`config.mk`:
```
export PLATFORM = sky130hd
export DESIGN_NAME = fp_bin_accum
export DESIGN_NICKNAME = d
export VERILOG_FILES = /design/src/rtl/fp_bin_pkg.sv /design/src/rtl/fp_bin_unpack.sv /design/src/rtl/fp_bin_bank.sv /design/src/rtl/fp_bin_rebuild.sv /design/src/rtl/fp_bin_accum.sv
export SDC_FILE = /design/constraint.sdc
export NUM_CORES = 1
export LEC_CHECK = 0
export ABC_AREA = 1
export BUFFER_PORTS_ARGS = -buffer_cell sky130_fd_sc_hd__buf_4
export CAP_MARGIN = 10
export CORE_UTILIZATION = 58
export DETAILED_ROUTE_END_ITERATION = 10
export GPL_TIMING_DRIVEN = 0
export PLACE_DENSITY = 0.78
export SLEW_MARGIN = 5
export SYNTH_ARGS = -nofsm -noshare
export SYNTH_HDL_FRONTEND = slang
export SYNTH_SLANG_ARGS = --single-unit
export TNS_END_PERCENT = 100
```
`constraint.sdc`:
```
create_clock -name clk -period 3.85 [get_ports clk]
set_clock_uncertainty 0.2 [all_clocks]
set_input_delay 0.385 -clock clk [delete_from_list [all_inputs] [get_ports clk]]
set_output_delay 0.385 -clock clk [all_outputs]
set_load 0.05 [all_outputs]
```
`src/rtl/fp_bin_pkg.sv`:
```
package fp_bin_pkg;
  typedef enum logic [1:0] {RB_IDLE, RB_ARM, RB_WALK} rb_state_t;
endpackage

```
`src/rtl/fp_bin_unpack.sv`:
```
module fp_bin_unpack #(
  parameter int EXP_W = 4,
  parameter int MAN_W = 3,
  parameter int K     = 1,
  parameter int PS_W  = 14
) (
  input  logic                   sign,
  input  logic [EXP_W-1:0]       exp_f,
  input  logic [MAN_W-1:0]       frac,
  output logic [EXP_W-K-1:0]     grp,
  output logic [PS_W-1:0]        addend,
  output logic                   nonzero
);
  localparam int MNT_W = MAN_W + 1;

  function automatic logic [EXP_W-1:0] eff_exp(input logic [EXP_W-1:0] e);
    return (e == '0) ? EXP_W'(1) : e;
  endfunction

  function automatic logic [MNT_W-1:0] full_mant(input logic [EXP_W-1:0] e,
                                                 input logic [MAN_W-1:0] f);
    return {(e != '0), f};
  endfunction

  function automatic logic [PS_W-1:0] place(input logic [MNT_W-1:0] m,
                                            input logic [K-1:0] sh);
    return {{(PS_W-MNT_W){1'b0}}, m} << sh;
  endfunction

  logic [EXP_W-1:0] e_eff;
  logic [PS_W-1:0]  placed;

  always_comb begin
    e_eff   = eff_exp(exp_f);
    grp     = e_eff[EXP_W-1:K];
    placed  = place(full_mant(exp_f, frac), e_eff[K-1:0]);
    addend  = sign ? (~placed + 1'b1) : placed;
    nonzero = (exp_f != '0) || (frac != '0);
  end
endmodule

```
`src/rtl/fp_bin_bank.sv`:
```
module fp_bin_bank #(
  parameter int GRP_W = 3,
  parameter int PS_W  = 14
) (
  input  logic              clk,
  input  logic              rst_n,
  input  logic              wr_en,
  input  logic [GRP_W-1:0]  wr_grp,
  input  logic [PS_W-1:0]   wr_val,
  input  logic [GRP_W-1:0]  rd_idx,
  input  logic              clr_en,
  input  logic              range_clear,
  output logic [PS_W-1:0]   rd_data,
  output logic              has_data,
  output logic [GRP_W-1:0]  gmin,
  output logic [GRP_W-1:0]  gmax
);
  localparam int NG = 1 << GRP_W;

  logic [PS_W-1:0] ps [NG];
  logic [PS_W-1:0] wr_sel;
  logic [PS_W:0]   wr_wide;

  assign rd_data = ps[rd_idx];
  assign wr_sel  = ps[wr_grp];
  assign wr_wide = {wr_sel[PS_W-1], wr_sel} + {wr_val[PS_W-1], wr_val};

  always_ff @(posedge clk) begin
    for (int g = 0; g < NG; g++) begin
      if (!rst_n)
        ps[g] <= '0;
      else if (clr_en && rd_idx == GRP_W'(g))
        ps[g] <= '0;
      else if (wr_en && wr_grp == GRP_W'(g))
        ps[g] <= ps[g] + wr_val;
    end
  end

  always_ff @(posedge clk) begin
    if (!rst_n) begin
      has_data <= 1'b0;
      gmin     <= '0;
      gmax     <= '0;
    end else if (range_clear) begin
      has_data <= 1'b0;
    end else if (wr_en) begin
      has_data <= 1'b1;
      if (!has_data || wr_grp < gmin) gmin <= wr_grp;
      if (!has_data || wr_grp > gmax) gmax <= wr_grp;
    end
  end

  AST_NO_OVERFLOW: assert property (@(posedge clk) disable iff (!rst_n)
    wr_en |-> (wr_wide[PS_W] == wr_wide[PS_W-1]));
  AST_RANGE_ORDER: assert property (@(posedge clk) disable iff (!rst_n)
    has_data |-> (gmin <= gmax));
  AST_CLEAR_ON_READ: assert property (@(posedge clk) disable iff (!rst_n)
    clr_en |=> (ps[$past(rd_idx)] == '0));
endmodule

```
`src/rtl/fp_bin_rebuild.sv`:
```
module fp_bin_rebuild
  import fp_bin_pkg::*;
#(
  parameter int GRP_W = 3,
  parameter int PS_W  = 14,
  parameter int CH_W  = 2
) (
  input  logic                clk,
  input  logic                rst_n,
  input  logic                start,
  input  logic                clear_req,
  input  logic                has_data,
  input  logic [GRP_W-1:0]    gmin,
  input  logic [GRP_W-1:0]    gmax,
  input  logic [PS_W-1:0]     rd_data,
  output logic                busy,
  output logic [GRP_W-1:0]    rd_idx,
  output logic                clr_en,
  output logic                range_clear,
  output logic                chunk_valid,
  output logic [CH_W-1:0]     chunk,
  output logic                done,
  output logic [PS_W:0]       top,
  output logic [GRP_W-1:0]    base
);
  localparam int ACC_W = PS_W + 1;

  rb_state_t               state;
  logic [GRP_W-1:0]        idx, last_g;
  logic                    clear_mode;
  logic signed [ACC_W-1:0] racc, sum;
  logic                    walking, at_last;

  assign walking     = (state == RB_WALK);
  assign busy        = (state != RB_IDLE);
  assign at_last     = walking && (idx == last_g);
  assign rd_idx      = walking ? idx : '0;
  assign clr_en      = walking && clear_mode;
  assign range_clear = at_last && clear_mode;
  assign sum         = racc + $signed({rd_data[PS_W-1], rd_data});

  always_ff @(posedge clk) begin
    if (!rst_n) begin
      state       <= RB_IDLE;
      idx         <= '0;
      last_g      <= '0;
      clear_mode  <= 1'b0;
      racc        <= '0;
      chunk_valid <= 1'b0;
      chunk       <= '0;
      done        <= 1'b0;
      top         <= '0;
      base        <= '0;
    end else begin
      chunk_valid <= 1'b0;
      done        <= 1'b0;
      case (state)
        RB_IDLE: if (start) begin
          state      <= RB_ARM;
          clear_mode <= clear_req;
        end
        RB_ARM: begin
          racc <= '0;
          if (has_data) begin
            state  <= RB_WALK;
            idx    <= gmin;
            last_g <= gmax;
            base   <= gmin;
          end else begin
            state <= RB_IDLE;
            done  <= 1'b1;
            top   <= '0;
            base  <= '0;
          end
        end
        default: begin
          chunk_valid <= 1'b1;
          chunk       <= sum[CH_W-1:0];
          racc        <= sum >>> CH_W;
          idx         <= idx + 1'b1;
          if (at_last) begin
            state <= RB_IDLE;
            done  <= 1'b1;
            top   <= sum >>> CH_W;
          end
        end
      endcase
    end
  end

  AST_WALK_ASCENDING: assert property (@(posedge clk) disable iff (!rst_n)
    (walking && $past(walking)) |-> (idx == $past(idx) + 1'b1));
  AST_DONE_ENDS_PASS: assert property (@(posedge clk) disable iff (!rst_n)
    done |-> (state == RB_IDLE));
  AST_CHUNK_FROM_WALK: assert property (@(posedge clk) disable iff (!rst_n)
    chunk_valid |-> $past(walking));
endmodule

```
`src/rtl/fp_bin_accum.sv`:
```
module fp_bin_accum #(
  parameter int EXP_W   = 4,
  parameter int MAN_W   = 3,
  parameter int K       = 1,
  parameter int GUARD_W = 8,
  localparam int CH_W   = 1 << K,
  localparam int GRP_W  = EXP_W - K,
  localparam int PS_W   = MAN_W + 1 + CH_W + GUARD_W
) (
  input  logic              clk,
  input  logic              rst_n,
  input  logic              in_valid,
  output logic              in_ready,
  input  logic              in_sign,
  input  logic [EXP_W-1:0]  in_exp,
  input  logic [MAN_W-1:0]  in_frac,
  input  logic              rb_start,
  input  logic              rb_clear,
  output logic              res_valid,
  output logic [CH_W-1:0]   res_chunk,
  output logic              res_done,
  output logic [PS_W:0]     res_top,
  output logic [GRP_W-1:0]  res_base
);
  logic [GRP_W-1:0] in_grp, rd_idx, gmin, gmax;
  logic [PS_W-1:0]  addend, rd_data;
  logic             nonzero, wr_en, busy, clr_en, range_clear, has_data;
  logic             take;

  assign in_ready = !busy;
  assign take     = in_valid && in_ready;
  assign wr_en    = take && nonzero;

  fp_bin_unpack #(.EXP_W(EXP_W), .MAN_W(MAN_W), .K(K), .PS_W(PS_W)) u_unpack (
    .sign(in_sign), .exp_f(in_exp), .frac(in_frac),
    .grp(in_grp), .addend(addend), .nonzero(nonzero));

  fp_bin_bank #(.GRP_W(GRP_W), .PS_W(PS_W)) u_bank (
    .clk(clk), .rst_n(rst_n), .wr_en(wr_en), .wr_grp(in_grp), .wr_val(addend),
    .rd_idx(rd_idx), .clr_en(clr_en), .range_clear(range_clear),
    .rd_data(rd_data), .has_data(has_data), .gmin(gmin), .gmax(gmax));

  fp_bin_rebuild #(.GRP_W(GRP_W), .PS_W(PS_W), .CH_W(CH_W)) u_rebuild (
    .clk(clk), .rst_n(rst_n), .start(rb_start), .clear_req(rb_clear),
    .has_data(has_data), .gmin(gmin), .gmax(gmax), .rd_data(rd_data),
    .busy(busy), .rd_idx(rd_idx), .clr_en(clr_en), .range_clear(range_clear),
    .chunk_valid(res_valid), .chunk(res_chunk), .done(res_done),
    .top(res_top), .base(res_base));

  AST_ZERO_NO_WRITE: assert property (@(posedge clk) disable iff (!rst_n)
    (take && !nonzero) |=> ($stable(has_data) && $stable(gmin) && $stable(gmax)));
  AST_BUSY_BLOCKS_INPUT: assert property (@(posedge clk) disable iff (!rst_n)
    $past(rb_start && in_ready) |-> !in_ready);
endmodule

```
* Word-level counts from Yosys, hierarchy flattened *
Memories as Yosys holds them, arrays and structs flattened.
Index checks and enable logic that the tools add are counted.
W data, S select, Z words.

operators by class
  add/subtract/negate cells = 11
  multipliers = 0
  divide/modulo/power cells = 0
  magnitude comparators = 2
  equal/unequal tests = 20
  shift-type cells = 1
  mux-type cells = 91
  bitwise logic cells = 20
  reductions and logical operators = 44

operator list
  operator                 count
  $mux W14                 17
  $add A14 B14 Y14         8
  $mux W1                  60
  $pmux W15 S2             2
  $mux W15                 2
  $eq A3 B3 Y1 const B     8
  $logic_and A1 B1 Y1      21
  $or A1 B1 Y1             16
  $add A15 B14 Y15         1
  $add A14 B1 Y14 const B  1
  $not A14 Y14             1
  $shl A4 B1 Y14           1
  $eq A3 B2 Y1 const B     4
  $mux W3                  3
  $reduce_and A3 Y1        3
  $reduce_and A2 Y1        4
  $eq A3 B1 Y1 const B     2
  $logic_not A3 Y1         2
  $mux W2                  3
  $ne A2 B2 Y1 const B     3
  $pmux W3 S2              1
  $reduce_bool A3 Y1       2
  $logic_not A4 Y1         1
  $mux W4                  1
  15 further kinds         22

word-level totals
  bits in registers = 53
  latch bits = 0
  memory bits (writable) = 112
  ROM bits = 0
  output and inout port bits = 23
  word-level logic and storage cells = 203
  memories kept = 1

memory list
  name       words  width  rd ports  clocked after memory_dff  wr ports  RTL line           RTL
  u_bank.ps  8      14     9         0                         8         fp_bin_bank.sv:20  logic [PS_W-1:0] ps [NG];

* Longest topological paths before layout *
Gate-level depths: netlist (run 1).

  depth after elaboration = 10
  depth in mapped cells = 21
  mapped depth without buffers = 21

* Modules after synthesis *
From an unflattened synthesis (run 1), not the netlist that was laid out.

unflattened totals
  cell total of the unflattened synthesis = 2080
  area total of the unflattened synthesis = 14005.9 um2

by module, submodules not included
  module          times used  cells each  area an instance (um2)  seq. area each (um2)
  fp_bin_bank     1           1644        11138.2                 3503.4
  fp_bin_rebuild  1           379         2555.0                  840.8
  fp_bin_unpack   1           54          299.0                   0.0
  fp_bin_accum    1           3           13.8                    0.0

* Worst setup path before layout (run 1) *
No wires, ideal clock.

  path type = input -> register
  start = in in_exp[1]
  end = mem u_bank.ps[4][8] (data pin)
  library setup time = 0.253 ns
  arrival = 3.401 ns
  slack = -0.004 ns
  cell stages on the path = 15
  path buffers = 0
  cell sequence = inv_1 > nand3_4 > nand2_1 > nor2_1 > inv_1 > ha_1 > nand2_1 > o21ai_0 > fa_1 > nand3_1 > nand2_1 > a21boi_0 > o21ai_0 > nor2_1 > nor2_1

RTL lines
  what             RTL line            RTL
  start, declared  fp_bin_accum.sv:15  input logic [EXP_W-1:0] in_exp,
  end, declared    fp_bin_bank.sv:20

* Worst setup path after layout (run 1) *
  start = reg u_rebuild.state[0]
  end = reg u_rebuild.racc[4]

on the way
  longest elaborated chain between the ends = 5

RTL lines
  what                    RTL line              RTL
  start, declared         fp_bin_rebuild.sv:28  rb_state_t state;
  start signal, assigned  fp_bin_rebuild.sv:44  state <= RB_IDLE;
  start signal, assigned  fp_bin_rebuild.sv:59  state <= RB_ARM;
  start signal, assigned  fp_bin_rebuild.sv:65  state <= RB_WALK;
  $eq A2 B2 Y1            fp_bin_rebuild.sv:34  assign walking = (state == RB_WALK);
  $mux W3                 fp_bin_rebuild.sv:37  assign rd_idx = walking ? idx : '0;
  $mem_v2 Z8 W14          n/a
  $add A15 B14 Y15        fp_bin_rebuild.sv:40  assign sum = racc + $signed({rd_data[PS_W-1], rd_data});
  $pmux W15 S2            fp_bin_rebuild.sv:57  case (state)
  end signal, assigned    fp_bin_rebuild.sv:79  racc <= sum >>> CH_W;
  end, declared           fp_bin_rebuild.sv:31  logic signed [ACC_W-1:0] racc, sum;

Several ways; a longest one is shown, not always the timed one.
A chain may end at the register's enable or synchronous reset.

==> results.md, run 1 <==
- The sink of the worst hold path is u_rebuild.clear_mode.
- The effective utilization at floorplan is 59.20%.
- After synthesis the cells add up to 0.01292 mm².
- The endpoint of the most critical register-to-register path is u_rebuild.racc[4].
- The share of the synthesized netlist area taken by xor and xnor gates is 1.830%.
- The kind of cell with the highest combined delay on the critical path is simple AND/OR/NAND/NOR gates.
- The slowest stage of the critical path belongs to the cell clkbuf_1.
- The number of rows created at floorplan is 54.
- Of the available clock period, the critical path in the final layout requires 95.55%.
- The region available for standard cell placement spans 0.02182 mm².
- The number of buffers between clock root and the deepest sink is 2.
- The area of the multi-input gates is 0.007735 mm².
- The final layout contains routed wiring with a total length of 37,560 µm.
- The number of instances in the synthesized netlist is 1,777.
- The post-layout instance count excluding filler cells is 2,135.
- Sorting the synthesized cells by area gives the leading types as edfxtp_1 26%, nand2_1 13%, ha_1 12%, dfxtp_1 7.6%, a21oi_1 7.2%.
- In the synthesized netlist, mux cells make up 0% of the area.
- The worst hold path begins at rb_clear.
- The count of nets after finishing is 1,991.
- The simple-gate share of the synthesized area is 26.77%.
- The number of cells on the worst hold path is 3.
- The filler cell count in the final layout is 1,884.
- Across the VDD grid, the largest voltage drop is 0.2417 mV.
- The wire length of the first global-routing pass is 59,070 µm.
- The share of the synthesized area in the top cell type is 26.03%.
- Across the run, the number of max-cap violations was 0.
- The number of antenna violations at the first check in global routing is 0.
- After detailed routing, the average wire length per cell comes to 17.59 µm.
- The number of diodes added for antenna fixing is 0.
- The worst reg-to-reg setup slack is 170 ps.
- The start-to-end type of the worst setup path is reg -> reg.
- The first routing iteration left 1,104 violations.
- By count the netlist is led by 431 x nand2_1, 234 x nor2_1, 204 x inv_1.
- The clock period could shrink to 3679 ps.
- The number of enable-type register cells in the synthesized netlist is 112.
- The number of cells after detailed placement is 2,100.
- The signal on the critical path passes through inv_1 -> nand2_1 -> nor2_1 -> clkbuf_1 -> nor2_1 -> o211ai_1 -> o21ai_2 -> ha_1 -> fa_1 -> nand2_1 -> nand2_1 -> nand3_1 -> nand2_1 -> or2_2 -> nand3_1 -> a21oi_1.
- STA classifies the critical path endpoint as a register.
- In this run the clock root is driven by a clkbuf_16.
- The setup violation total in the final timing report is 0.
- For the worst flop-to-flop path, the logic depth is 16.
- When the netlist entered floorplanning its net count stood at 1,926.
- The last weighted congestion value of the routability-driven placer is 0.9653.
- The power per standard cell area is 361.4 mW/mm².
- In this run the cell area measured after placement is 0.01368 mm².
- The worst endpoint required time is 3960 ps.
- After routing the design area is 0.01437 mm².
- The floorplan die area is 0.02288 mm².
- The run finished with clean final reports.
- For the pin with the worst max-slew slack, the measured transition is 902.2 ps.
- The number of clock buffers added by TritonCTS is 17.
- Setup total negative slack on the finished layout was measured at 0 ps.
- The die width is 151.3 µm.
- Summing the areas of all fa, ha and maj instances in the mapped netlist gives 13.69% of the synthesized area.
- For this run, the leading register cell type out of synthesis is edfxtp_1.
- Global routing finished with a remaining overflow of 0.
- The post-route netlist has 7.332% of its cells at a drive strength greater than 1.
- The portion of the post-synthesis area used by sequential elements is 33.62%.
- The remaining antenna violation count after routing is 0.
- The tightest min-delay check is of the in -> reg type.
- Summed over all instances, the cell type with the most area after synthesis is edfxtp_1.
- The flip-flop and latch count after synthesis is 161.
- The register area is 0.004344 mm².
- The total number of cells along the worst setup path is 16.
- The combinational family with the most area after synthesis is simple AND/OR/NAND/NOR gates.
- The total count of max-transition violations in the final report is 0.
- The final routed DRC violation total is 0.
- The number of buffers and inverters on the critical path is 2.
- During synthesis, Yosys emitted a total of 0 warnings.
- Along the worst path, the maximum fanout reaches 10.
- Entering global routing, the biggest net connects 17 pins.
- The number of global-route vias before repair is 11,648.
- The cell type with the highest occurrence count on the critical path is nand2_1.
- The worst pin sits at a relative slew slack of 39.56%.
- The TritonCTS clock tree is built.
- For this run, the detailed router's first-pass iteration total came to 6.
- Pin placement for this block handled 36 I/O pins.
- The number of sinks on the clock net is 161.
- The post-detailed-route via-to-cell ratio is 5.921.
- nand2_1 is the most common cell in the netlist.
- Cells fill 65.83% of the core in the end.
- Buffers inserted to repair hold after CTS numbered 0.
- The worst setup path is launched from a register.
- The number of vias after detailed routing is 12,641.
- The area growth from synthesis to layout is 11.20%.
- The later pin in the worst-skew pair is clocked with a latency of 450 ps.
- The clock tree synthesis step divided the H-tree into 4 levels.
- For the worst setup path, the data arrival time is 3790 ps.
- The estimated wirelength of the detail-placed design is 28,880 µm.
- The largest stage delay on the critical path is 480 ps.
- The overall global routing resource usage is 33.95%.
- The tightest hold path in the finished design has a slack of 55.27 ps.
- The origin of the critical flop-to-flop path is u_rebuild.state[0].
- The async set-or-reset flop fraction in the synthesized netlist is 0%.
- Clock-pin slew was measured on the worst setup and hold paths at 70 ps.
- The timing-limited maximum frequency is 271.8 MHz.
- The leakage dissipation is 6.924 nW.
- The height of the die is 151.3 µm.
- The number of unique standard cell types used by synthesis is 47.
- The number of hold violations in the final report was 0.
- The count of buffers added on input and output ports is 35.
- The compound-gate portion of the synthesized area is 16.92%.
- The average size of a mapped cell is 7.271 µm².
-- metal layers --
| metal | global-route usage [%] | routed length [µm] |
|---|---|---|
| met2 | 57.05 | 17630 |
| met1 | 42.17 | 15700 |
| met5 | 0 | 0 |
| met3 | 5.120 | 2493 |
| met4 | 17.25 | 1745 |
-- worst min-delay path, cell delays in order --
cell,delay [ps]
buf_4,80
o21ai_0,70
a21oi_1,110
-- metrics by stage --
| stage | total power (W) | setup WS, ps |
|---|---|---|
| CTS | 0.005152 | 35.04 |
| global placement | 0.003377 | -1634 |
| global route | 0.005430 | -18.54 |
| detailed placement | 0.003434 | -738.3 |
| finish | 0.005191 | 171.2 |
| floorplan | 0.003063 | 156.3 |
-- how the worst max path moves through the flow --
stage / slack (ps) / to / start
floorplan: 160 / u_bank.ps[0][13] / in_exp[1]
global placement: -1630 / u_bank.ps[0][13] / in_exp[3]
detailed placement: -740 / u_bank.ps[0][13] / in_exp[3]
CTS: 40 / u_bank.ps[0][13] / in_exp[3]
global route: -20 / u_rebuild.top[13] / u_rebuild.idx[0]
finish: 170 / u_rebuild.racc[4] / u_rebuild.state[0]
-- power breakdown --
group / leakage (nW) / switching [W] / internal, W
Combinational: 5.07 / 0.000943 / 0.000471
Clock: 0.294 / 0.000793 / 0.000951
Sequential: 1.56 / 0.0000798 / 0.00195
Total: 6.92 / 0.00182 / 0.00338
-- sequential cells by signal, indices dropped and copies added (netlist names) --
register and flops:
u_rebuild.idx 3, u_rebuild.racc 13, u_rebuild.top 13, u_rebuild.done 1, u_rebuild.base 3, u_rebuild.state 2
u_bank.ps 112, u_bank.has_data 1, u_bank.gmin 3, u_rebuild.chunk_valid 1, u_bank.gmax 3, u_rebuild.last_g 3
u_rebuild.clear_mode 1, u_rebuild.chunk 2
-- final cells by class --
type	instances	area share, %
Inverter	211	5.539
Multi-Input combinational cell	1376	53.84
Sequential cell	161	30.24
Clock inverter	12	0.6184
Clock buffer	20	3.484
Buffer	29	0.9754
Timing Repair Buffer	46	2.865
Tap cell	280	2.439
-- placed cells by master, fill, tap and decap left out, types with 4 or more instances in the layout --
| cell type | instances |
|---|---|
| xor2_1 | 22 |
| clkbuf_16 | 20 |
| nor2_4 | 6 |
| o2111ai_1 | 6 |
| nand3_1 | 95 |
| a31oi_1 | 6 |
| fa_1 | 9 |
| o22ai_1 | 4 |
| a21o_1 | 7 |
| inv_1 | 203 |
| nand4_1 | 14 |
| o21bai_1 | 4 |
| a21boi_0 | 6 |
| clkbuf_1 | 17 |
| inv_6 | 4 |
| o211ai_1 | 16 |
| o21ai_0 | 122 |
| edfxtp_1 | 112 |
| buf_6 | 4 |
| o21a_1 | 14 |
| a211oi_1 | 5 |
| xnor2_1 | 4 |
| dfxtp_1 | 49 |
| ha_1 | 127 |
| o221ai_1 | 8 |
| or2_2 | 10 |
| nand4_4 | 4 |
| clkbuf_2 | 5 |
| a21oi_1 | 184 |
| nand2_1 | 429 |
| buf_4 | 41 |
| inv_2 | 7 |
| nor2_1 | 230 |
| nand3b_1 | 14 |
-- kinds of logic (layout without fill, tap and decap cells) --
| group | after synthesis | after routing |
|---|---|---|
| XOR/XNOR | 27 | 27 |
| adder cells (fa/ha/maj) | 136 | 136 |
| buffers and inverters | 240 | 318 |
| AO/OA/AOI/OAI | 394 | 394 |
| flip-flops | 161 | 161 |
| AND/OR/NAND/NOR | 819 | 819 |
-- repair_timing --
action / CTS / global route
resized for setup: 6 / 23
endpoints found under the setup margin: 74 / 84
buffers inserted: 0 / 3
cloned: 0 / 0
Note: power is estimated with default switching activity, not from simulation.
==> run 2, diff against run 1 <==
--- a/config.mk
+++ b/config.mk
@@ -15,5 +15,6 @@
 export SLEW_MARGIN = 5
 export SYNTH_ARGS = -nofsm -noshare
 export SYNTH_HDL_FRONTEND = slang
+export SYNTH_HIERARCHICAL = 1
 export SYNTH_SLANG_ARGS = --single-unit
 export TNS_END_PERCENT = 100
==> results.md, run 2 <==
- The number of unique standard cell types used by synthesis is 47.
- The synthesized design contains 161 register bits.
- 36 I/O pins were placed.
- The synthesized netlist net count is 2,228.
- The start-to-end type of the worst setup path is reg -> reg.
- The first-iteration detailed-routing DRC count is 1,445.
- The number of rows created at floorplan is 56.
- The total count of max-transition violations in the final report came to 0.
- Yosys printed 6 warnings.
- The number of flip-flops under the largest register name is 112.
- In the routed design, unresolved DRC markers number 0.
- For this run, the top clock speed supported by timing is 268.3 MHz.
- Summed over all layers, the global routing overflow is 0.
- The number of hold violations in the final report is 0.
- The post-detailed-route via-to-cell ratio is 5.698.
- The async set-or-reset flop fraction in the synthesized netlist is 0%.
- For this design, the sink count on the clock tree is 161.
- The first global-routing pass estimated 64,920 µm of wire.
- The maximum fanout count along the critical path is 10.
- The most common flop cell mapped by yosys is edfxtp_1.
- The effective utilization at floorplan is 59.49%.
- For this run, the register share of the synthesized area comes to 31.02%.
- The post-detailed-route wirelength per cell is 16.50 µm.
- The number of antenna diodes in the final layout is 0.
- The measured slew at the worst slew-check pin is 928.8 ps.
- The largest registers in the layout are u_bank/ps: 112 flops, u_rebuild/racc: 13 flops, u_rebuild/top: 13 flops.
- The number of global-route vias before repair is 12,746.
- The count of nets after finishing is 2,291.
- The synthesized netlist occupies a cell area of 0.01401 mm².
- In this run the number of H-tree levels came out at 4.
- The TritonCTS clock tree is built.
- The clock edge transition at the registers on the reported setup and hold paths is 70 ps.
- The detailed-routing iteration count for the pre-antenna-repair pass is 8.
- The tree is rooted in a clkbuf_16.
- The time the worst path needs with I/O delays and setup is 3727 ps.
- Setup violations remaining at the end of the flow were counted as 0.
- In the finished design, the share of the clock period the worst path needs comes to 96.81%.
- The arrival time at the worst endpoint is 3900 ps.
- The power per standard cell area is 336.6 mW/mm².
- The share of the synthesized area in the top cell type is 24.01%.
- Synthesis produced 2,080 cells.
- Entering global routing, the biggest net connects 17 pins.
- More flip-flops sit in one register than any other, and that register is u_bank/ps.
- The number of enable-type register cells in the synthesized netlist is 112.
- The number of antenna violations at the first check in global routing is 0.
- The kind of end point of the critical path is a register.
- Measured against its own limit, the worst slew margin works out to 38.07%.
- The worst-case IR drop observed on VDD is 0.2222 mV.
- The worst endpoint required time is 4020 ps.
- Sorting the synthesized cells by area gives the leading types as edfxtp_1 24%, nand2_1 18%, ha_1 11%, inv_1 7.8%, dfxtp_1 7.0%.
- After detailed routing, the total wire length is 40,840 µm.
- The flow ran to the end, and the final reports show no timing, DRC or antenna violations.
- The cell taking the most area after synthesis is edfxtp_1.
- The floorplan die area is 0.02477 mm².
- Total power for the finished layout comes to 0.005178 W.
- The top cell types in the final layout, fill and taps aside, are 674 x nand2_1, 291 x inv_1, 223 x nor2_1, 161 x a21oi_1, 136 x nand3_1.
- Detailed placement ended at an HPWL of 31,610 µm.
- The last weighted congestion value of the routability-driven placer is 0.9595.
- The remaining antenna violation count after routing is 0.
- STA classifies the critical path startpoint as a register.
- Among all cell types in the netlist, the one instantiated most often is nand2_1.
- Counting instances in the post-synthesis netlist gives the leading cell types as 674 x nand2_1, 292 x inv_1, 227 x nor2_1.
- The number of port buffers is 35.
- Leaving out fill and tap cells, the most frequent cell in the layout is nand2_1.
- The floorplan step set the die height to 157.4 µm.
- The average instance in the mapped netlist occupies 6.734 µm².
- The post-layout instance count excluding filler cells is 2,475.
- In this run the deepest clock path goes through 2 buffers.
- Once layout is complete, the utilization of the core stands at 65.34%.
- The core outline area is 0.02354 mm².
- Summing over every cut layer, the via total after detailed routing is 14,103.
- The max capacitance violation total is 0.
- Hold is met by 32.83 ps.
- The area growth from synthesis to layout is 9.827%.
- In this run the static leakage power is 7.865 nW.
- In this run, CTS created clock tree buffers numbering 17.
- The overall global routing resource usage is 34.12%.
- The tightest min-delay check is of the in -> reg type.
- The share of final-layout standard cells stronger than drive strength 1 is 8.210%.
- The die is 157.4 µm wide.
- The insertion delay of the later-clocked pin in the worst-skew pair is 440 ps.
- After detailed placement, the design holds a cell count of 2,438.
run 2: cell types whose count changed after synthesis, moves of 10 or more:
| cell | delta |
|---|---|
| a21oi_1 | -24 |
| a22oi_1 | +14 |
| buf_2 | +10 |
| clkbuf_1 | -12 |
| inv_1 | +88 |
| inv_2 | +12 |
| nand2_1 | +243 |
| nand3_1 | +40 |
| nand4_1 | +13 |
| o211ai_1 | -16 |
| o21ai_0 | -65 |
| xor2_1 | -20 |
run 2: cells by family (layout without fill, tap and decap cells):
| group | after synthesis | count (layout) | share of synthesized area [%] |
|---|---|---|---|
| AO/OA/AOI/OAI | 298 | 298 | 11.91 |
| XOR/XNOR | 9 | 9 | 0.5628 |
| adder cells (fa/ha/maj) | 135 | 135 | 12.54 |
| buffers and inverters | 346 | 422 | 9.835 |
| flip-flops | 161 | 161 | 31.02 |
| AND/OR/NAND/NOR | 1131 | 1131 | 34.13 |
run 2: per-layer routing:
metal / share of wire, % / track usage (%) / vias to the layer above
li1: - / - / 6904
met1: 43 / 44.75 / 6472
met2: 45 / 55.10 / 619
met3: 8.3 / 5.754 / 108
met4: 4.4 / 15.07 / 0
met5: 0 / 0 / -
run 2: final timing paths:
| kind | startpoint | endpoint | slack, ps | cells after the start |
|---|---|---|---|---|
| max | u_rebuild/state[1] | u_rebuild/top[13] | 120 | 21 |
| min | rb_clear | u_rebuild/clear_mode | 30 | 3 |
| max reg2reg | u_rebuild/state[1] | u_rebuild/top[13] | 120 | 21 |
| min reg2reg | u_rebuild/last_g[1] | u_rebuild/last_g[1] | 280 | 2 |
run 2: per-stage QoR:
stage                     setup TNS, ps  setup slack, ps  cell area [µm²]
final                                 0            122.7            15380
after global routing             -17.89           -8.506            15380
after CTS                             0            20.47            15330
after detailed placement         -50350           -972.3            14730
after global placement           -70310            -1247            14670
after floorplan                       0            362.8            14010
run 2: layout make-up:
type | count | area (µm²)
Inverter | 310 | 1170
Sequential cell | 161 | 4344
Timing Repair Buffer | 44 | 345.3
Multi-Input combinational cell | 1573 | 8341
Fill cell | 2120 | 8160
Clock buffer | 18 | 450.4
Clock inverter | 14 | 116.4
Tap cell | 319 | 399.1
Buffer | 36 | 216.5
run 2: what timing repair did:
| item | 4_1_cts | 5_1_grt |
|---|---|---|
| resized for setup | 4 | 11 |
| setup buffers | 3 | 2 |
| pin swaps | 0 | 1 |
| setup endpoints to repair | 69 | 49 |
| hold buffers | 0 | 0 |
run 2: critical path, stage by stage (launching register included):
cell and delay, ps:
dfxtp_1 330, buf_6 150, nand2_4 110, nor2_2 170, buf_4 220, nand2_2 120
inv_4 150, buf_4 220, nand2_1 70, nand4_1 210, nor2_1 90, a31oi_1 290
ha_1 350, nand2_1 110, inv_1 50, nand2_1 60, nand2_1 60, a21oi_1 160
nand2_1 70, nand2_1 60, nand3_1 200, a21oi_1 190
run 2: report_power, final:
group / total (W) / leakage (nW) / internal [W] / switching [W]
sequential: 0.00203 / 1.56 / 0.00195 / 0.0000758
clock: 0.00167 / 0.281 / 0.000884 / 0.000790
combinational: 0.00148 / 6.02 / 0.000476 / 0.00100
total: 0.00518 / 7.86 / 0.00331 / 0.00187
==> run 3, diff against run 2 <==
--- a/config.mk
+++ b/config.mk
@@ -8,6 +8,7 @@
 export ABC_AREA = 1
 export BUFFER_PORTS_ARGS = -buffer_cell sky130_fd_sc_hd__buf_4
 export CAP_MARGIN = 10
+export CORE_ASPECT_RATIO = 0.5
 export CORE_UTILIZATION = 58
 export DETAILED_ROUTE_END_ITERATION = 10
 export GPL_TIMING_DRIVEN = 0
==> results.md, run 3 (synthesis gave the netlist of run 2 again) <==
- The first global-routing pass estimated 64,570 µm of wire.
- The number of antenna violations at the first check in global routing is 1.
- Headroom to the max-slew limit came out at 46.36%.
- The clock root buffer is clkbuf_16.
- Counting every sink on the clock net gives 161.
- The last weighted congestion value of the routability-driven placer is 1.062.
- The deepest level of the CTS H-tree is 4.
- Measured along the y axis, the die boundary spans 111.9 µm.
- The repair_antennas step left the layout with diodes totalling 0.
- The arrival time at the worst endpoint is 3930 ps.
- The power per standard cell area is 337.0 mW/mm².
- Leaving out fill and tap cells, the most frequent cells in the layout are 674 x nand2_1, 290 x inv_1, 221 x nor2_1, 159 x a21oi_1, 136 x nand3_1.
- The post-route netlist has 8.796% of its cells at a drive strength greater than 1.
- The largest stage delay on the critical path is 350 ps.
- The measured slew at the worst slew-check pin is 802.3 ps.
- The effective utilization at floorplan is 60.30%.
- Counting the fill cells in the layout gives 2,091.
- The maximum number of pins on one net before global-route repair is 18.
- Across every metal layer, demand over resource in global routing totals 33.56%.
- The post-layout instance count excluding filler cells is 2,467.
- In the final layout, the registers with the most flip-flops are u_bank/ps: 112 flops, u_rebuild/racc: 13 flops, u_rebuild/top: 13 flops.
- Before CTS, the worst setup slack after placement is -1139 ps.
- The number of global-route vias before repair is 12,595.
- Traced cell by cell, the critical path runs through buf_6 -> nand2_4 -> nor2_4 -> buf_4 -> nand2_2 -> inv_2 -> clkbuf_4 -> nand2_1 -> nand4_1 -> nor2_1 -> a31oi_2 -> ha_1 -> nand2_1 -> inv_1 -> nand2_1 -> nand2_1 -> a21oi_1 -> nand2_1 -> nand2_1 -> nand3_1 -> a21oi_1.
- Summing over every cut layer, the via total after detailed routing is 14,032.
- The total power draw is 0.005213 W.
- Max-cap violations in this run came to 0.
- The register area is 0.004344 mm².
- The worst-case IR drop observed on VDD is 0.2321 mV.
- The total detailed-routing wirelength is 41,420 µm.
- The estimated wirelength of the detail-placed design is 31,470 µm.
- Leaving out fill and tap cells, the most frequent cell in the layout is nand2_1.
- The clock passes through at most 2 buffers.
- The detailed-routing iteration count for the pre-antenna-repair pass is 7.
- On the final layout, the worst hold slack is 26.66 ps.
- The worst endpoint required time is 4040 ps.
- The timing-limited maximum frequency is 267.3 MHz.
- The maximum fanout count along the critical path is 10.
- Clock-pin slew was measured on the worst setup and hold paths at 70 ps.
- The type of the worst min-delay path is in -> reg.
- Among all stages on the critical path, the largest delay is contributed by ha_1.
- Setup violations remaining at the end of the flow were counted as 0.
- The number of hold-repair buffers added at the cts stage is 0.
- The kind of start point of the critical path is a register.
- The register with the most flip-flops in the layout has 112 of them.
- The largest register by flop count is u_bank/ps.
- The number of port buffers is 35.
- The area growth from synthesis to layout is 10.46%.
- The smallest setup slack after layout is 109.4 ps.
- The clock buffer count from CTS is 17.
- The start-to-end type of the worst setup path is reg -> reg.
- The fraction of the cycle the final worst path needs is 97.16%.
- Adding up every negative setup slack in the final design gives 0 ps.
- After detailed routing, the number of remaining DRC violations is 0.
- The insertion delay of the later-clocked pin in the worst-skew pair is 460 ps.
- The area of the multi-input gates is 0.008399 mm².
- The sum of overflow across all layers after global routing is 0.
- After detailed routing, the average wire length per cell comes to 16.79 µm.
- The remaining antenna violation count after routing is 0.
- In this run, the number of DRC markers left after iteration 0 of detailed routing was 1,637.
- The floorplan die area is 0.02481 mm².
- The count of boundary I/O pins is 36.
- The die width is 221.8 µm.
- The region available for standard cell placement spans 0.02323 mm².
- In this design, the critical path's most frequently occurring cell is nand2_1.
- Once placement completed, the tool counted placed cells totaling 2,426.
- Using the TritonRoute via totals, the vias-per-cell ratio works out to 5.688.
- The total count of max-transition violations in the final report is 0.
- The number of hold violations in the final report was 0.
- The leakage dissipation is 7.893 nW.
- After the last flow step, the layout net total stands at 2,295.
- The kind of end point of the critical path is a register.
- The flow ran to the end, and the final reports show no timing, DRC or antenna violations.
- The initialized floorplan defines 39 standard-cell rows.
- TritonCTS built the clock tree.
- The time the worst path needs with I/O delays and setup is 3741 ps.
-- run 3: cell count changes in the layout (fill, tap and decap cells not counted), sizes merged --
cell	delta
buf	+3
clkbuf	+2
clkinv	-3
inv	+2
-- run 3: final timing paths --
| check | from | to | slack [ps] | cells after the start |
|---|---|---|---|---|
| worst max register to register | u_rebuild/state[1] | u_rebuild/racc[13] | 110 | 21 |
| worst min register to register | u_rebuild/last_g[1] | u_rebuild/last_g[1] | 280 | 2 |
| worst min-delay path | rb_start | u_rebuild/state[0] | 30 | 3 |
| worst max-delay path | u_rebuild/state[1] | u_rebuild/racc[13] | 110 | 21 |
-- run 3: report_power, final --
part	internal [W]	leakage, nW	switching, W
registers	0.00195	1.56	0.0000775
logic	0.000486	6.05	0.00101
clock network	0.000885	0.282	0.000803
total	0.00332	7.89	0.00189
-- run 3: cell type report --
class                   instances  area share (%)
multi-input cells            1573           54.29
flip-flops and latches        161           28.08
inverters                     310           7.570
clock buffers                  19           2.936
repair buffers                 48           2.507
well taps                     307           2.483
plain buffers                  36           1.431
clock inverters                13          0.7036
-- run 3: stage by stage --
step,area (µm²),util (%)
after CTS,15340,66.05
final,15470,66.61
after detailed placement,14710,63.34
after global placement,14650,63.08
after global routing,15470,66.61
after floorplan,14010,-
-- run 3: what timing repair did --
item                                    CTS  global route
resized for setup                         8            19
setup buffers                             3             6
endpoints found under the setup margin   88            57
endpoints found under the hold margin     0             0
pin swaps                                 0             1
-- run 3: routing by layer --
| layer | vias to the layer above | track usage, % | part of all wire [%] |
|---|---|---|---|
| met3 | 115 | 6.941 | 11 |
| li1 | 6921 | - | - |
| met4 | 2 | 13.56 | 3.7 |
| met5 | - | 0 | 0.031 |
| met2 | 649 | 52.66 | 42 |
| met1 | 6345 | 45.38 | 44 |
-- run 3: worst max-delay path: cells and delay by family (launching register included) --
kind	cells	cell delay [ps]
simple gates	12	1240
fa+ha+maj	1	350
flops	1	330
buf+inv	5	850
compound gates	3	680
